$ cat src/rtl/tmr_pkg.sv
package tmr_pkg;
  localparam int NUM_TMR     = 4;
  localparam int ADDR_W      = 4;
  localparam int DATA_W      = 8;
  localparam int ADR_PRE     = 0;
  localparam int ADR_CTRL0   = 1;
  localparam int ADR_RELOAD0 = 5;
  localparam int ADR_IRQ_CLR = 9;
  localparam int ADR_PIN     = 10;

  typedef enum logic [1:0] {
    SRC_CHAIN = 2'd0,
    SRC_PRE   = 2'd1,
    SRC_EXT   = 2'd2,
    SRC_FREE  = 2'd3
  } src_e;

  typedef struct packed {
    src_e sel;
    logic run;
  } tmr_ctrl_t;
endpackage

$ cat src/rtl/tmr_prescaler.sv
module tmr_prescaler #(
  parameter int DIV_LO = 4,
  parameter int DIV_HI = 16
) (
  input  logic clk_i,
  input  logic rst_ni,
  input  logic en_i,
  input  logic hi_i,
  output logic tick_o
);
  localparam int CW = $clog2(DIV_HI);

  logic [CW-1:0] cnt_q;
  logic [CW-1:0] lim;

  assign lim    = hi_i ? CW'(DIV_HI - 1) : CW'(DIV_LO - 1);
  assign tick_o = en_i && (cnt_q >= lim);

  always_ff @(posedge clk_i or negedge rst_ni) begin
    if (!rst_ni)          cnt_q <= '0;
    else if (!en_i)       cnt_q <= '0;
    else if (tick_o)      cnt_q <= '0;
    else                  cnt_q <= cnt_q + 1'b1;
  end
endmodule

$ cat src/rtl/tmr_edge_sync.sv
module tmr_edge_sync #(
  parameter int STAGES = 2
) (
  input  logic clk_i,
  input  logic rst_ni,
  input  logic d_i,
  output logic rise_o
);
  logic [STAGES:0] sh_q;

  always_ff @(posedge clk_i or negedge rst_ni) begin
    if (!rst_ni) sh_q <= '0;
    else         sh_q <= {sh_q[STAGES-1:0], d_i};
  end

  // last synchronized stage against its delayed copy
  assign rise_o = sh_q[STAGES-1] & ~sh_q[STAGES];
endmodule

$ cat src/rtl/tmr_down_cnt.sv
module tmr_down_cnt #(
  parameter int W = 8
) (
  input  logic         clk_i,
  input  logic         rst_ni,
  input  logic         run_i,
  input  logic         tick_i,
  input  logic         load_i,
  input  logic [W-1:0] load_val_i,
  output logic         uf_o,
  output logic [W-1:0] cnt_o
);
  logic [W-1:0] rld_q;
  logic [W-1:0] cnt_q;

  assign uf_o  = run_i && tick_i && (cnt_q == '0);
  assign cnt_o = cnt_q;

  always_ff @(posedge clk_i or negedge rst_ni) begin
    if (!rst_ni) begin
      rld_q <= '0;
      cnt_q <= '0;
    end else if (load_i) begin
      rld_q <= load_val_i;
      cnt_q <= load_val_i;
    end else if (uf_o) begin
      cnt_q <= rld_q;
    end else if (run_i && tick_i) begin
      cnt_q <= cnt_q - 1'b1;
    end
  end
endmodule

$ cat src/rtl/chain_timer_unit.sv
module chain_timer_unit
  import tmr_pkg::*;
#(
  parameter int CNT_W      = 8,
  parameter int FREE_W     = 16,
  parameter int PRE_DIV_LO = 4,
  parameter int PRE_DIV_HI = 16
) (
  input  logic                clk_i,
  input  logic                rst_ni,
  input  logic                wr_en_i,
  input  logic [ADDR_W-1:0]   wr_addr_i,
  input  logic [DATA_W-1:0]   wr_data_i,
  input  logic                ext0_i,
  input  logic                ext1_i,
  output logic [NUM_TMR-1:0]  irq_o,
  output logic                pin0_o,
  output logic                pin1_o
);
  logic                          pre_en_q, pre_hi_q, pre_tick;
  logic [FREE_W-1:0]             free_cnt;
  logic                          free_uf;
  logic [1:0]                    ext_rise;
  logic [NUM_TMR-1:0]            uf;
  logic [NUM_TMR-1:0]            run_v;
  logic [NUM_TMR-1:0][CNT_W-1:0] cnt_v;
  logic [NUM_TMR-1:0]            irq_q;
  logic [NUM_TMR-1:0]            clr_mask;
  logic [3:0]                    pin_cfg_q;
  logic [1:0]                    pin_q;
  logic                          pin0_hit, pin1_hit;

  // prescaler
  always_ff @(posedge clk_i or negedge rst_ni) begin
    if (!rst_ni) begin
      pre_en_q <= 1'b0;
      pre_hi_q <= 1'b0;
    end else if (wr_en_i && wr_addr_i == ADDR_W'(ADR_PRE)) begin
      pre_en_q <= wr_data_i[0];
      pre_hi_q <= wr_data_i[1];
    end
  end

  tmr_prescaler #(.DIV_LO(PRE_DIV_LO), .DIV_HI(PRE_DIV_HI)) u_pre (
    .clk_i  (clk_i),
    .rst_ni (rst_ni),
    .en_i   (pre_en_q),
    .hi_i   (pre_hi_q),
    .tick_o (pre_tick)
  );

  // free-running counter, no control
  always_ff @(posedge clk_i or negedge rst_ni) begin
    if (!rst_ni) free_cnt <= '0;
    else         free_cnt <= free_cnt + 1'b1;
  end
  assign free_uf = &free_cnt;

  tmr_edge_sync #(.STAGES(2)) u_sync0 (
    .clk_i (clk_i), .rst_ni (rst_ni), .d_i (ext0_i), .rise_o (ext_rise[0])
  );
  tmr_edge_sync #(.STAGES(2)) u_sync1 (
    .clk_i (clk_i), .rst_ni (rst_ni), .d_i (ext1_i), .rise_o (ext_rise[1])
  );

  for (genvar k = 0; k < NUM_TMR; k++) begin : g_tmr
    tmr_ctrl_t  ctrl_q;
    logic       chain_s, ext_s, free_s, tick;
    logic [3:0] srcs;
    logic       ctrl_wr, load_wr;

    assign ctrl_wr = wr_en_i && (wr_addr_i == ADDR_W'(ADR_CTRL0 + k));
    assign load_wr = wr_en_i && (wr_addr_i == ADDR_W'(ADR_RELOAD0 + k));

    always_ff @(posedge clk_i or negedge rst_ni) begin
      if (!rst_ni)      ctrl_q <= '{sel: SRC_CHAIN, run: 1'b0};
      else if (ctrl_wr) ctrl_q <= tmr_ctrl_t'(wr_data_i[2:0]);
    end

    if (k == 0) begin : g_head
      assign chain_s = 1'b1;
    end else begin : g_link
      assign chain_s = uf[k-1];
    end

    if (k == 1) begin : g_src1
      assign ext_s  = ext_rise[0];
      assign free_s = free_uf;
    end else if (k == 3) begin : g_src3
      assign ext_s  = ext_rise[1];
      assign free_s = 1'b0;
    end else begin : g_srcn
      assign ext_s  = 1'b0;
      assign free_s = 1'b0;
    end

    assign srcs = {free_s, ext_s, pre_tick, chain_s};
    assign tick = srcs[ctrl_q.sel];

    tmr_down_cnt #(.W(CNT_W)) u_cnt (
      .clk_i      (clk_i),
      .rst_ni     (rst_ni),
      .run_i      (ctrl_q.run),
      .tick_i     (tick),
      .load_i     (load_wr),
      .load_val_i (wr_data_i[CNT_W-1:0]),
      .uf_o       (uf[k]),
      .cnt_o      (cnt_v[k])
    );

    assign run_v[k] = ctrl_q.run;
  end

  // sticky flags, set beats clear
  assign clr_mask = (wr_en_i && wr_addr_i == ADDR_W'(ADR_IRQ_CLR)) ?
                    wr_data_i[NUM_TMR-1:0] : '0;

  always_ff @(posedge clk_i or negedge rst_ni) begin
    if (!rst_ni) irq_q <= '0;
    else         irq_q <= (irq_q & ~clr_mask) | uf;
  end
  assign irq_o = irq_q;

  // toggle pins
  always_ff @(posedge clk_i or negedge rst_ni) begin
    if (!rst_ni)                                         pin_cfg_q <= '0;
    else if (wr_en_i && wr_addr_i == ADDR_W'(ADR_PIN))  pin_cfg_q <= wr_data_i[3:0];
  end

  assign pin0_hit = pin_cfg_q[0] && (pin_cfg_q[1] ? uf[1] : uf[0]);
  assign pin1_hit = pin_cfg_q[2] && (pin_cfg_q[3] ? uf[3] : uf[2]);

  always_ff @(posedge clk_i or negedge rst_ni) begin
    if (!rst_ni) pin_q <= '0;
    else         pin_q <= pin_q ^ {pin1_hit, pin0_hit};
  end
  assign pin0_o = pin_q[0];
  assign pin1_o = pin_q[1];
endmodule

$ cat config.mk
export PLATFORM = sky130hd
export DESIGN_NAME = chain_timer_unit
export DESIGN_NICKNAME = d
export VERILOG_FILES = /design/src/rtl/tmr_pkg.sv /design/src/rtl/tmr_prescaler.sv /design/src/rtl/tmr_edge_sync.sv /design/src/rtl/tmr_down_cnt.sv /design/src/rtl/chain_timer_unit.sv
export SDC_FILE = /design/constraint.sdc
export NUM_CORES = 1
export LEC_CHECK = 0
export ABC_CLOCK_PERIOD_IN_PS = 4400
export BUFFER_PORTS_ARGS = -buffer_cell sky130_fd_sc_hd__buf_2
export CAP_MARGIN = 5
export CORE_ASPECT_RATIO = 0.8
export CORE_MARGIN = 3
export CORE_UTILIZATION = 60
export DETAILED_ROUTE_END_ITERATION = 16
export GPL_TIMING_DRIVEN = 0
export PLACE_DENSITY = 0.8
export SYNTH_ARGS = -nofsm -noshare
export SYNTH_HDL_FRONTEND = slang
export SYNTH_SLANG_ARGS = --single-unit
$ cat constraint.sdc
create_clock -name clk_i -period 4.4 [get_ports clk_i]
set_input_delay 0.88 -clock clk_i [delete_from_list [all_inputs] [get_ports clk_i]]
set_output_delay 0.88 -clock clk_i [all_outputs]
set_load 0.005 [all_outputs]
# Word-level counts from Yosys, hierarchy flattened
# Cells that the tools add are included.
# Widths: inputs -> output; s select.
dict set report word_totals {
  inputBits 17
  output_inout_bits 6
  word_cells 112
  register_bits 114
}
dict set report op_classes {
  n_eq_ne 10
  mux 26
  n_reduce_logical 32
  bitwise 8
  n_addsub 6
  order_cmp 5
}
# cell n
set op_table {}
lappend op_table {{$mux 8} 12}
lappend op_table {{$logic_not 8->1} 4}
lappend op_table {{$sub 8x1->8 const B} 4}
lappend op_table {{$logic_and 1x1->1} 22}
lappend op_table {{$add 16x1->16 const B} 1}
lappend op_table {{$eq 4x3->1 const B} 4}
lappend op_table {{$mux 4} 4}
lappend op_table {{$reduce_and 16->1} 1}
lappend op_table {{$eq 4x4->1 const B} 3}
lappend op_table {{$lt 2x3->1 const B} 4}
lappend op_table {{$reduce_bool 3->1} 4}
lappend op_table {{$bmux 1 s2} 4}
lappend op_table {{$eq 4x2->1 const B} 2}
lappend op_table {{$mux 1} 6}
lappend op_table {{$add 4x1->4 const B} 1}
lappend op_table {{$and 4x4->4} 1}
lappend op_table {{$eq 4x1->1 const B} 1}
lappend op_table {{$ge 4x4->1} 1}
lappend op_table {{$logic_not 4->1} 1}
lappend op_table {{$not 4->4} 1}
lappend op_table {{$or 4x4->4} 1}
lappend op_table {{$and 1x1->1} 2}
lappend op_table {{$not 1->1} 2}
lappend op_table {{$xor 2x2->2} 1}

# Depth between registers and ports, before layout
# Gate-level depths: netlist of run 1.
dict set report depth {
  depth_word 22
  ltp_mapped 10
  mapped_depth_nobuf 9
}

# Hierarchy
# A second synthesis of run 1 with hierarchy kept.
dict set report hier_totals {
  hier_cells 518
  area_unflattened_um2 5601.6
}
# mod cells_each area_per_inst_um2 seq_area_each_um2 instances
set by_module_without_submodules {}
lappend by_module_without_submodules {tmr_down_cnt 86 855.8 400.4 4}
lappend by_module_without_submodules {chain_timer_unit 146 1786.7 1001.0 1}
lappend by_module_without_submodules {tmr_prescaler 20 214.0 100.1 1}
lappend by_module_without_submodules {tmr_edge_sync 4 88.8 75.1 2}

# Worst setup path after synthesis of run 1
# Ideal clock, no wire load.
dict set report synth_timing {
  path_type {register to register}
  startpoint {register g_tmr[0].u_cnt.cnt_q[0]}
  endpoint {register g_tmr[2].u_cnt.cnt_q[2]}
  slack_ns 1.386
  arrival_ns 2.895
  synth_period_minus_slack_ns 3.014
  n_path_buf 0
  stages_incl_launch_ff 10
  t_required_ns 4.281
  setup_time_ns 0.119
  path_cell_list {dfrtp_1 inv_1 ha_1 or4b_4 or4_4 o31a_4 nor4_4 o21ba_2 mux2_2 a21bo_2}
}
dict set report synth_between {
  elab_chain_len 12
  word_cells_on_any_way 13
  cone_classes {mux: 6; reduce/logical: 7}
}
# item line
set synth_lines {}
lappend synth_lines {{from (decl)} tmr_down_cnt.sv:14} ;# logic [W-1:0] cnt_q;
lappend synth_lines {{from (signal assigned)} tmr_down_cnt.sv:25} ;# cnt_q <= load_val_i;
lappend synth_lines {{from (signal assigned)} tmr_down_cnt.sv:27} ;# cnt_q <= rld_q;
lappend synth_lines {{from (signal assigned)} tmr_down_cnt.sv:29} ;# cnt_q <= cnt_q - 1'b1;
lappend synth_lines {{$logic_not 8->1 (*)} tmr_down_cnt.sv:16} ;# assign uf_o = run_i && tick_i && (cnt_q == '0);
lappend synth_lines {{$logic_and 1x1->1 (*)} tmr_down_cnt.sv:16}
lappend synth_lines {{$bmux 1 s2 (*)} chain_timer_unit.sv:98} ;# assign tick = srcs[ctrl_q.sel];
lappend synth_lines {{$mux 1 (implied by the code) (*)} chain_timer_unit.sv:98}
lappend synth_lines {{$logic_and 1x1->1 (*) (2 in series)} tmr_down_cnt.sv:16}
lappend synth_lines {{$bmux 1 s2 (*)} chain_timer_unit.sv:98}
lappend synth_lines {{$mux 1 (implied by the code) (*)} chain_timer_unit.sv:98}
lappend synth_lines {{$logic_and 1x1->1 (*)} {tmr_down_cnt.sv:16, tmr_down_cnt.sv:28}}
lappend synth_lines {{$logic_and 1x1->1} tmr_down_cnt.sv:16}
lappend synth_lines {{$mux 8} tmr_down_cnt.sv:26} ;# end else if (uf_o) begin
lappend synth_lines {{$mux 8} tmr_down_cnt.sv:23} ;# end else if (load_i) begin
lappend synth_lines {{to (signal assigned)} tmr_down_cnt.sv:25}
lappend synth_lines {{to (signal assigned)} tmr_down_cnt.sv:27}
lappend synth_lines {{to (signal assigned)} tmr_down_cnt.sv:29}
lappend synth_lines {{to (decl)} tmr_down_cnt.sv:14}
# Every way passes the cells marked *; elsewhere a longest branch is shown, timed or not. The select of a mux whose other input is x is not followed.
# A chain may end at the register's enable or synchronous reset.

# Final worst setup path of run 1
dict set report layout_timing {
  startpoint {register g_tmr[1].u_cnt.cnt_q[0]}
  endpoint {register g_tmr[2].u_cnt.cnt_q[6]}
}
dict set report layout_between {
  elab_chain_len 8
  word_cells_on_any_way 9
  cone_classes {mux: 4; reduce/logical: 5}
}
# item line
set layout_lines {}
lappend layout_lines {{from (decl)} tmr_down_cnt.sv:14}
lappend layout_lines {{from (signal assigned)} tmr_down_cnt.sv:25}
lappend layout_lines {{from (signal assigned)} tmr_down_cnt.sv:27}
lappend layout_lines {{from (signal assigned)} tmr_down_cnt.sv:29}
lappend layout_lines {{$logic_not 8->1 (*)} tmr_down_cnt.sv:16}
lappend layout_lines {{$logic_and 1x1->1 (*)} tmr_down_cnt.sv:16}
lappend layout_lines {{$bmux 1 s2 (*)} chain_timer_unit.sv:98}
lappend layout_lines {{$mux 1 (implied by the code) (*)} chain_timer_unit.sv:98}
lappend layout_lines {{$logic_and 1x1->1 (*)} {tmr_down_cnt.sv:16, tmr_down_cnt.sv:28}}
lappend layout_lines {{$logic_and 1x1->1} tmr_down_cnt.sv:16}
lappend layout_lines {{$mux 8} tmr_down_cnt.sv:26}
lappend layout_lines {{$mux 8} tmr_down_cnt.sv:23}
# Marks and branches as above.

==> results of run 1 <==
-- cell usage in the layout, fill, tap and decap left out, types with 4 or more instances in the layout --
| master | count |
|---|---|
| a211oi_1 | 5 |
| nand2_1 | 127 |
| mux2i_1 | 6 |
| clkbuf_1 | 20 |
| xnor2_1 | 15 |
| nor3_1 | 12 |
| and2_1 | 4 |
| o211ai_1 | 6 |
| a21oi_1 | 19 |
| and3_1 | 6 |
| nand3b_1 | 5 |
| nand2b_1 | 5 |
| a31oi_1 | 11 |
| buf_2 | 21 |
| clkinv_2 | 5 |
| inv_1 | 16 |
| dfrtp_1 | 114 |
| nor2_1 | 59 |
| clkbuf_16 | 17 |
| o21ai_0 | 46 |
| or3_1 | 5 |
| nand3_1 | 16 |
| nor2b_1 | 5 |
| nor4_1 | 5 |
| xor2_1 | 7 |
| nand4_1 | 4 |
| ha_1 | 8 |
| or2_2 | 4 |
| mux2_2 | 21 |
| clkbuf_8 | 4 |
-- routing by layer --
metal	up-vias	wire length, um	track usage (%)
li1	2157	-	-
met1	2292	5670	36.8
met2	221	6640	43.3
met3	30	1180	8.58
met4	0	238	9.79
met5	-	0	0
-- worst min path at each step --
stage | start | end | slack [ns] | cells after the start
6_report | u_sync1.sh_q[0] | u_sync1.sh_q[1] | 0.34 | 0
5_1_grt | u_sync0.sh_q[0] | u_sync0.sh_q[1] | 0.36 | 0
4_1_cts | u_sync1.sh_q[0] | u_sync1.sh_q[1] | 0.35 | 0
3_5_place_dp | u_sync1.sh_q[0] | u_sync1.sh_q[1] | 0.33 | 0
3_3_place_gp | u_sync1.sh_q[0] | u_sync1.sh_q[1] | 0.33 | 0
2_1_floorplan | u_sync0.sh_q[0] | u_sync0.sh_q[1] | 0.33 | 0
-- power breakdown --
part	switching, uW	total, uW	internal, uW
Sequential	233	1520	1290
Combinational	375	686	311
Clock	469	1410	941
Total	1080	3620	2540
-- state kept, by name (all words and copies together) (netlist names) --
name,flops
pin_cfg_q,4
pre_en_q,1
free_cnt,16
u_pre.cnt_q,4
irq_o,4
pin_q,2
g_tmr.ctrl_q,12
pre_hi_q,1
u_sync1.sh_q,3
g_tmr.u_cnt.rld_q,32
u_sync0.sh_q,3
g_tmr.u_cnt.cnt_o,32
-- critical path: cells and delay by family, from the launching register on --
family / cells / cell delay [ns]
AOI/OAI and AO/OA: 3 / 0.81
and+or+nand+nor: 4 / 2.15
buffers and inverters: 1 / 0.08
adders and majority gates: 1 / 0.16
DFF: 1 / 0.43
-- cell usage after synthesis (all sizes together), types with 3 or more instances --
library cell,number
nand3,16
xor2,7
or3,5
mux2,21
a31oi,11
o21ai,48
nand4,4
nor2b,5
nor3b,3
nor4,6
nand2b,5
nor2,59
o211ai,6
xnor2,15
or4,4
a211oi,5
and4b,3
mux2i,6
o31ai,3
and2,4
nand3b,5
and3,6
nand2,127
a211o,3
inv,16
or2,4
dfrtp,114
nor3,13
ha,8
a21oi,19
o21a,3
clkbuf,21
-- logic make-up after synthesis --
kind of cell	count (synthesis)
simple gates	273
compound gates	115
flops	114
buf+inv	38
mux	27
xor+xnor	22
fa+ha+maj	8
-- area by class of cell --
class	count	area, um^2	share of cell area (%)
multi-input combinational	445	2590	40.0
tap	112	140	2.17
timing repair buffer	22	135	2.09
buffer	22	85.1	1.31
sequential	114	2850	44.1
inverter	16	60.1	0.928
clock buffer	21	480	7.42
clock inverter	10	131	2.03
-- metrics by stage --
stage	power, uW	utilization, %	worst slack (ns)	cells
6_report	3620	73.7	0.678	762
5_1_grt	3810	73.7	0.502	762
4_1_cts	3620	73.7	0.727	762
3_5_place_dp	2190	66.7	0.729	731
3_3_place_gp	2130	66.4	0.866	730
2_1_floorplan	1970	-	1.39	597
==> metrics, run 1 <==
fraction of registers with async set/reset 100%; root buffer cell clkbuf_16; initial antenna violation count 0; Synth cell types 57; Final #Nets 663; first-pass GRT wire length 22700 um; Post-Synth Adder-Cell Area 1.79%; power per standard cell area 559 nW/um^2; setup repair bufs after CTS 0; Detailed Routing Iterations Pass 1 5; reg2reg start g_tmr[1].u_cnt.cnt_o[0]; worst reg2reg path endpoint g_tmr[2].u_cnt.cnt_o[6]; post_cts resized 0; final hold vios 0; clock buffer depth 2; simple-gate share of the synthesized area 22.9%; clock latency on the worst-skew pair 0.42 ns; CP Cell Sequence inv_1, ha_1, or3b_2, nor4b_1, o21ai_0, nor4_4, o21ai_2, or3_1, a31oi_1; P&R area growth vs syn 15.9%; final wirelength 13700 um; worst reg-to-reg path cell count 9; FF+latch count, synth 114; RSZ-0062 raised after global routing false; clock buffer count from CTS 17; Die W 114 um; Synth area leader dfrtp_1; Synth Area in XOR/XNOR 3.45%; Layout Skew 0.00919 ns; vias in the first global route 4597; largest net degree at the start of global routing 68; # rows 30; critical path peak fanout 9; Via Count 4700; Data arrival, critical path 4.05 ns; Pins Over Slew Limit 0; Rel. slew slack 16.6%; min Tclk post-route 3.72 ns; Leakage 0.00301 uW; setup violators final 0; worst stage delay on the critical path 0.88 ns; cells after synthesis 597; Routed Antenna Nets 0; syn nets 622; Residual DRC 0; HPWL reported at the end of detailed placement 8950 um; maximum vdd drop 418 uV; fmax 269 MHz; GRT Total Usage 27.7%; Yosys top cell area share 51.1%; Worst Setup SP g_tmr[1].u_cnt.cnt_o[0]; placed inst area 5860 um^2; Synth area leaders dfrtp_1, nand2_1, mux2_2, o21ai_0, nor2_1; fin crit share 84.6%; hold buffers post-CTS 0; Avg Inst Size Synth 9.35 um^2; synth warn 0; CP Capture Type register; share of cells above drive strength 1 13.8%; grt total ovfl 0; wire per inst 18.0 um; WS Path Type reg2reg; initial DRC count 548; full die area 10500 um^2; core area 8780 um^2; sequential area share after synthesis 51.1%; Initial Util 63.6%; RePlAce Congestion 0.841; port buffer count 21; slowest CP cell nor4b_1; floorplan die height 92.3 um; dominant synthesized flop cell dfrtp_1; crit path launch type register; largest family of logic cells by synthesized area simple AND/OR/NAND/NOR gates; multiplexer share of the synthesized area 5.31%; status completed; fin area 6470 um^2; Hold WS 0.345 ns; setup TNS 0 ns; Max-Cap Viols 0; # fillers 620; worst hold path class reg2reg; Ant. Diodes 0; TritonCTS clock tree done; Clk pin slew, worst setup/hold paths 0.05 ns; CTS Sinks 114; Critical Path RT 4.73 ns; IO Pins 23; via density per instance 6.17; Post-synth EDFFs 0; Critical Path End g_tmr[2].u_cnt.cnt_o[6]; Worst Max-Slew Pin Slew 1.24 ns; H-tree depth 4; flop2flop setup slack 0.68 ns; Synth Area in Compound Gates 12.9%; Synth Cell Area 5580 um^2
(Power assumes the default switching activity.)
==> run 2: changes to the inputs <==
ABC_CLOCK_PERIOD_IN_PS = 3500   (was 4400)
clock period = 3.5 ns   (was 4.4 ns; I/O delays follow)
==> metrics, run 2 (same netlist as run 1, synthesis figures left out) <==
status completed; hold buffers post-CTS 0; Critical Path End g_tmr[1].u_cnt.cnt_o[5]; Die W 114 um; Detailed Routing Iterations Pass 1 6; fmax 300 MHz; via density per instance 6.22; # fillers 621; Leakage 0.00301 uW; share of cells above drive strength 1 14.0%; power per standard cell area 703 nW/um^2; Initial Util 63.6%; RePlAce Congestion 0.841; Pins Over Slew Limit 0; post_cts resized 1; final hold vios 0; Hold WS 0.304 ns; final wirelength 13800 um; H-tree depth 4; first-pass GRT wire length 22700 um; initial antenna violation count 0; Residual DRC 0; placed inst area 5860 um^2; port buffer count 21; most frequent cells in the layout nand2_1, dfrtp_1, nor2_1; Final #Nets 663; Layout Skew 0.00714 ns; Ant. Diodes 0; IO Pins 23; Max-Cap Viols 0; root buffer cell clkbuf_16; GRT Total Usage 27.8%; setup violators final 0; setup repair bufs after CTS 0; placed insts 731; Rel. slew slack 12.8%; grt total ovfl 0; PnR worst setup slack 0.165 ns; Worst Max-Slew Pin Slew 1.30 ns; HPWL reported at the end of detailed placement 8950 um; Worst Setup SP pre_hi_q; # rows 30; clock latency on the worst-skew pair 0.42 ns; Finished Layout Cells 762; core area 8780 um^2; crit path launch type register; initial DRC count 501; wire per inst 18.1 um; largest net degree at the start of global routing 68; vias in the first global route 4597; Clk pin slew, worst setup/hold paths 0.05 ns; CTS Sinks 114; min Tclk post-route 3.33 ns; clock buffer depth 2; worst hold path class in2async; CP Capture Type register; full die area 10500 um^2; fin crit share 95.3%; critical path peak fanout 8; TritonCTS clock tree done; Core Util, Final 73.7%; Routed Antenna Nets 0; Via Count 4738; worst reg2reg path endpoint g_tmr[1].u_cnt.cnt_o[5]; clock buffer count from CTS 17; most common cell after layout, fill and taps aside nand2_1; flop2flop setup slack 0.17 ns; Critical Path RT 3.85 ns; maximum vdd drop 526 uV; worst reg-to-reg path cell count 10; P&R area growth vs syn 16.0%; WS Path Type reg2reg; reg2reg start pre_hi_q; pre-CTS WS -0.171 ns; fin area 6480 um^2; RSZ-0062 raised after global routing false; floorplan die height 92.3 um; Data arrival, critical path 3.68 ns
-- run 2: worst min path at each step --
| stage | to | slack (ns) | depth (start not counted) |
|---|---|---|---|
| 6_report | g_tmr[0].u_cnt.cnt_o[1] | 0.30 | 1 |
| 3_5_place_dp | u_sync1.sh_q[1] | 0.33 | 0 |
| 4_1_cts | g_tmr[0].u_cnt.rld_q[0] | 0.33 | 1 |
| 5_1_grt | g_tmr[0].u_cnt.rld_q[0] | 0.34 | 1 |
| 3_3_place_gp | u_sync1.sh_q[1] | 0.33 | 0 |
| 2_1_floorplan | u_sync0.sh_q[1] | 0.33 | 0 |
-- run 2: layout make-up --
type	instances	area [um^2]	area share, %
multi-input cells	445	2590	40.0
clock buffers	21	480	7.42
clock inverters	10	131	2.03
repair buffers	22	135	2.09
plain buffers	22	85.1	1.31
inverters	16	60.1	0.927
flip-flops and latches	114	2850	44.0
well taps	112	140	2.16
-- run 2: critical path, stage by stage (launching register included) --
cell and delay (ns):
dfrtp_1 0.36, inv_1 0.07, ha_1 0.34, and4b_1 0.21, a211oi_1 1.06, o31a_4 0.31
or3_1 0.13, clkbuf_1 0.28, o21ai_0 0.13, a211o_1 0.30, nand2_1 0.07
-- run 2: through the flow --
step	total power [uW]	setup TNS, ns
final	4550	0
after CTS	4550	0
after detailed placement	2760	-0.521
after global placement	2680	-0.0413
after global routing	4790	0
after floorplan	2480	0
-- run 2: routing by layer --
| metal | GRT usage, % | wire [um] |
|---|---|---|
| met1 | 36.9 | 5680 |
| met2 | 43.5 | 6630 |
| met3 | 8.58 | 1200 |
| met4 | 9.79 | 251 |
| met5 | 0 | 0 |
-- run 2: where the power goes --
part           switching [uW]  internal [uW]  leakage [uW]
clock network             588           1180      0.000304
registers                 297           1620       0.00141
logic                     474            392       0.00130
total                    1360           3190       0.00301
==> run 3: changes to the inputs <==
CORE_ASPECT_RATIO = not set   (was 0.8)
CORE_UTILIZATION = 35   (was 60)
PLACE_DENSITY = 0.52   (was 0.8)
==> metrics, run 3 (same netlist as run 1, synthesis figures left out) <==
status completed; grt total ovfl 0; final hold vios 0; clock buffer count from CTS 17; Layout Skew 0.0105 ns; Int Power 3230 uW; min Tclk post-route 3.26 ns; CP Capture Type register; fmax 307 MHz; Initial Util 36.2%; Core Util, Final 42.9%; Residual DRC 0; final wirelength 13700 um; Reg area 2850 um^2; Critical Path End g_tmr[2].u_cnt.cnt_o[6]; fin crit share 93.0%; Data arrival, critical path 3.58 ns; GRT Total Usage 16.7%; Final #Nets 663; setup violators final 0; root buffer cell clkbuf_16; IO Pins 23; initial DRC count 286; clock buffer depth 2; P_sw 1330 uW; Pins Over Slew Limit 0; # rows 45; Hold WS 0.211 ns; full die area 17500 um^2; clock share of power 39.8%; Critical Path RT 3.83 ns; TritonCTS clock tree done; met2 WL 6440 um; share of cells above drive strength 1 14.0%; Sw Ratio 29.1%; Detailed Routing Iterations Pass 1 5; power per standard cell area 688 nW/um^2; Rel. slew slack 23.5%; core area 15400 um^2; Leakage 0.00301 uW; Clk pin slew, worst setup/hold paths 0.05 ns; first-pass GRT wire length 23100 um; Max-Cap Viols 0; most frequent cells in the layout nand2_1, dfrtp_1, nor2_1; # fillers 1537; Worst Setup SP g_tmr[0].u_cnt.cnt_o[0]; vias in the first global route 4396; most common cell after layout, fill and taps aside nand2_1; critical path peak fanout 9; H-tree depth 4; RSZ-0062 raised after global routing false; pre-CTS WS -0.204 ns; met3 WL 464 um; area of the multi-input gates 2600 um^2; clock latency on the worst-skew pair 0.42 ns; sequential power share 41.8%; WS Path Type reg2reg; largest net degree at the start of global routing 72; worst hold path class in2async; met1 WL 6630 um; P&R area growth vs syn 18.5%; CTS Sinks 114; HPWL reported at the end of detailed placement 9460 um; floorplan die height 132 um; PnR worst setup slack 0.245 ns; Via Count 4408; combinational share of power 18.4%; Routed Antenna Nets 0; maximum vdd drop 351 uV; flop2flop setup slack 0.24 ns; Tot Pwr 4550 uW; wire per inst 15.9 um; initial antenna violation count 0; port buffer count 21; Ant. Diodes 0; worst reg-to-reg path cell count 9; reg2reg start g_tmr[0].u_cnt.cnt_o[0]; top sig layer met4; via density per instance 5.12; setup TNS 0 ns; RePlAce Congestion 0.824; crit path launch type register; setup repair bufs after CTS 0; Worst Max-Slew Pin Slew 1.14 ns; worst reg2reg path endpoint g_tmr[2].u_cnt.cnt_o[6]; Die W 132 um
run 3: cell count changes in the layout (fill, tap and decap cells not counted):
cell / delta
clkbuf_8: -2
buf_4: -1
buf_6: +1
bufinv_16: +1
clkbuf_1: +1
clkinv_4: -1
clkinvlp_4: +1
nor4_1: -1
nor4_2: +1
run 3: critical path, cell delays in order, from the launching register on:
cell,delay (ns)
dfrtp_1,0.40
inv_1,0.07
ha_1,0.16
or4b_4,0.51
or4_4,0.46
o31a_4,0.41
nor4_4,0.40
o21ai_2,0.19
or3_1,0.39
a31oi_1,0.18
run 3: stage by stage:
stage | cells | cell area [um^2]
floorplan | 597 | 5580
global placement | 829 | 5950
detailed placement | 830 | 5990
CTS | 861 | 6610
global route | 861 | 6620
finish | 861 | 6620
run 3: layout make-up:
class	instances	area share, %
clock buffers	20	6.90
inverters	16	0.908
clock inverters	11	2.42
flip-flops and latches	114	43.1
plain buffers	22	1.29
well taps	211	3.99
multi-input cells	445	39.3
repair buffers	22	2.10
run 3: worst min path at each step:
| stage | from | to | slack (ns) | cells past startpoint |
|---|---|---|---|---|
| global route | rst_ni | g_tmr[0].u_cnt.rld_q[2] | 0.24 | 1 |
| global placement | u_sync0.sh_q[0] | u_sync0.sh_q[1] | 0.34 | 0 |
| floorplan | u_sync0.sh_q[0] | u_sync0.sh_q[1] | 0.33 | 0 |
| CTS | rst_ni | g_tmr[0].u_cnt.cnt_o[1] | 0.21 | 1 |
| finish | rst_ni | g_tmr[0].u_cnt.rld_q[4] | 0.21 | 1 |
| detailed placement | u_sync0.sh_q[0] | u_sync0.sh_q[1] | 0.34 | 0 |
run 3: power by group through the flow:
stage	registers, uW	logic (uW)	clock network (uW)
6_report	1900	838	1810
5_1_grt	1950	973	1920
4_1_cts	1900	846	1850
3_5_place_dp	1910	842	0
3_3_place_gp	1900	813	0
2_1_floorplan	1840	641	0
run 3: what timing repair did:
action | CTS | global route
hold buffers | 0 | 0
resized for setup | 1 | 1
cloned | 0 | 0
endpoints found under the setup margin | 5 | 2
pin swaps | 0 | 0
run 3: per-layer routing:
| metal | vias up | track usage [%] |
|---|---|---|
| met5 | - | 0 |
| met4 | 0 | 6.47 |
| met3 | 10 | 4.39 |
| met2 | 63 | 25.5 |
| met1 | 2178 | 23.0 |
| li1 | 2157 | - |
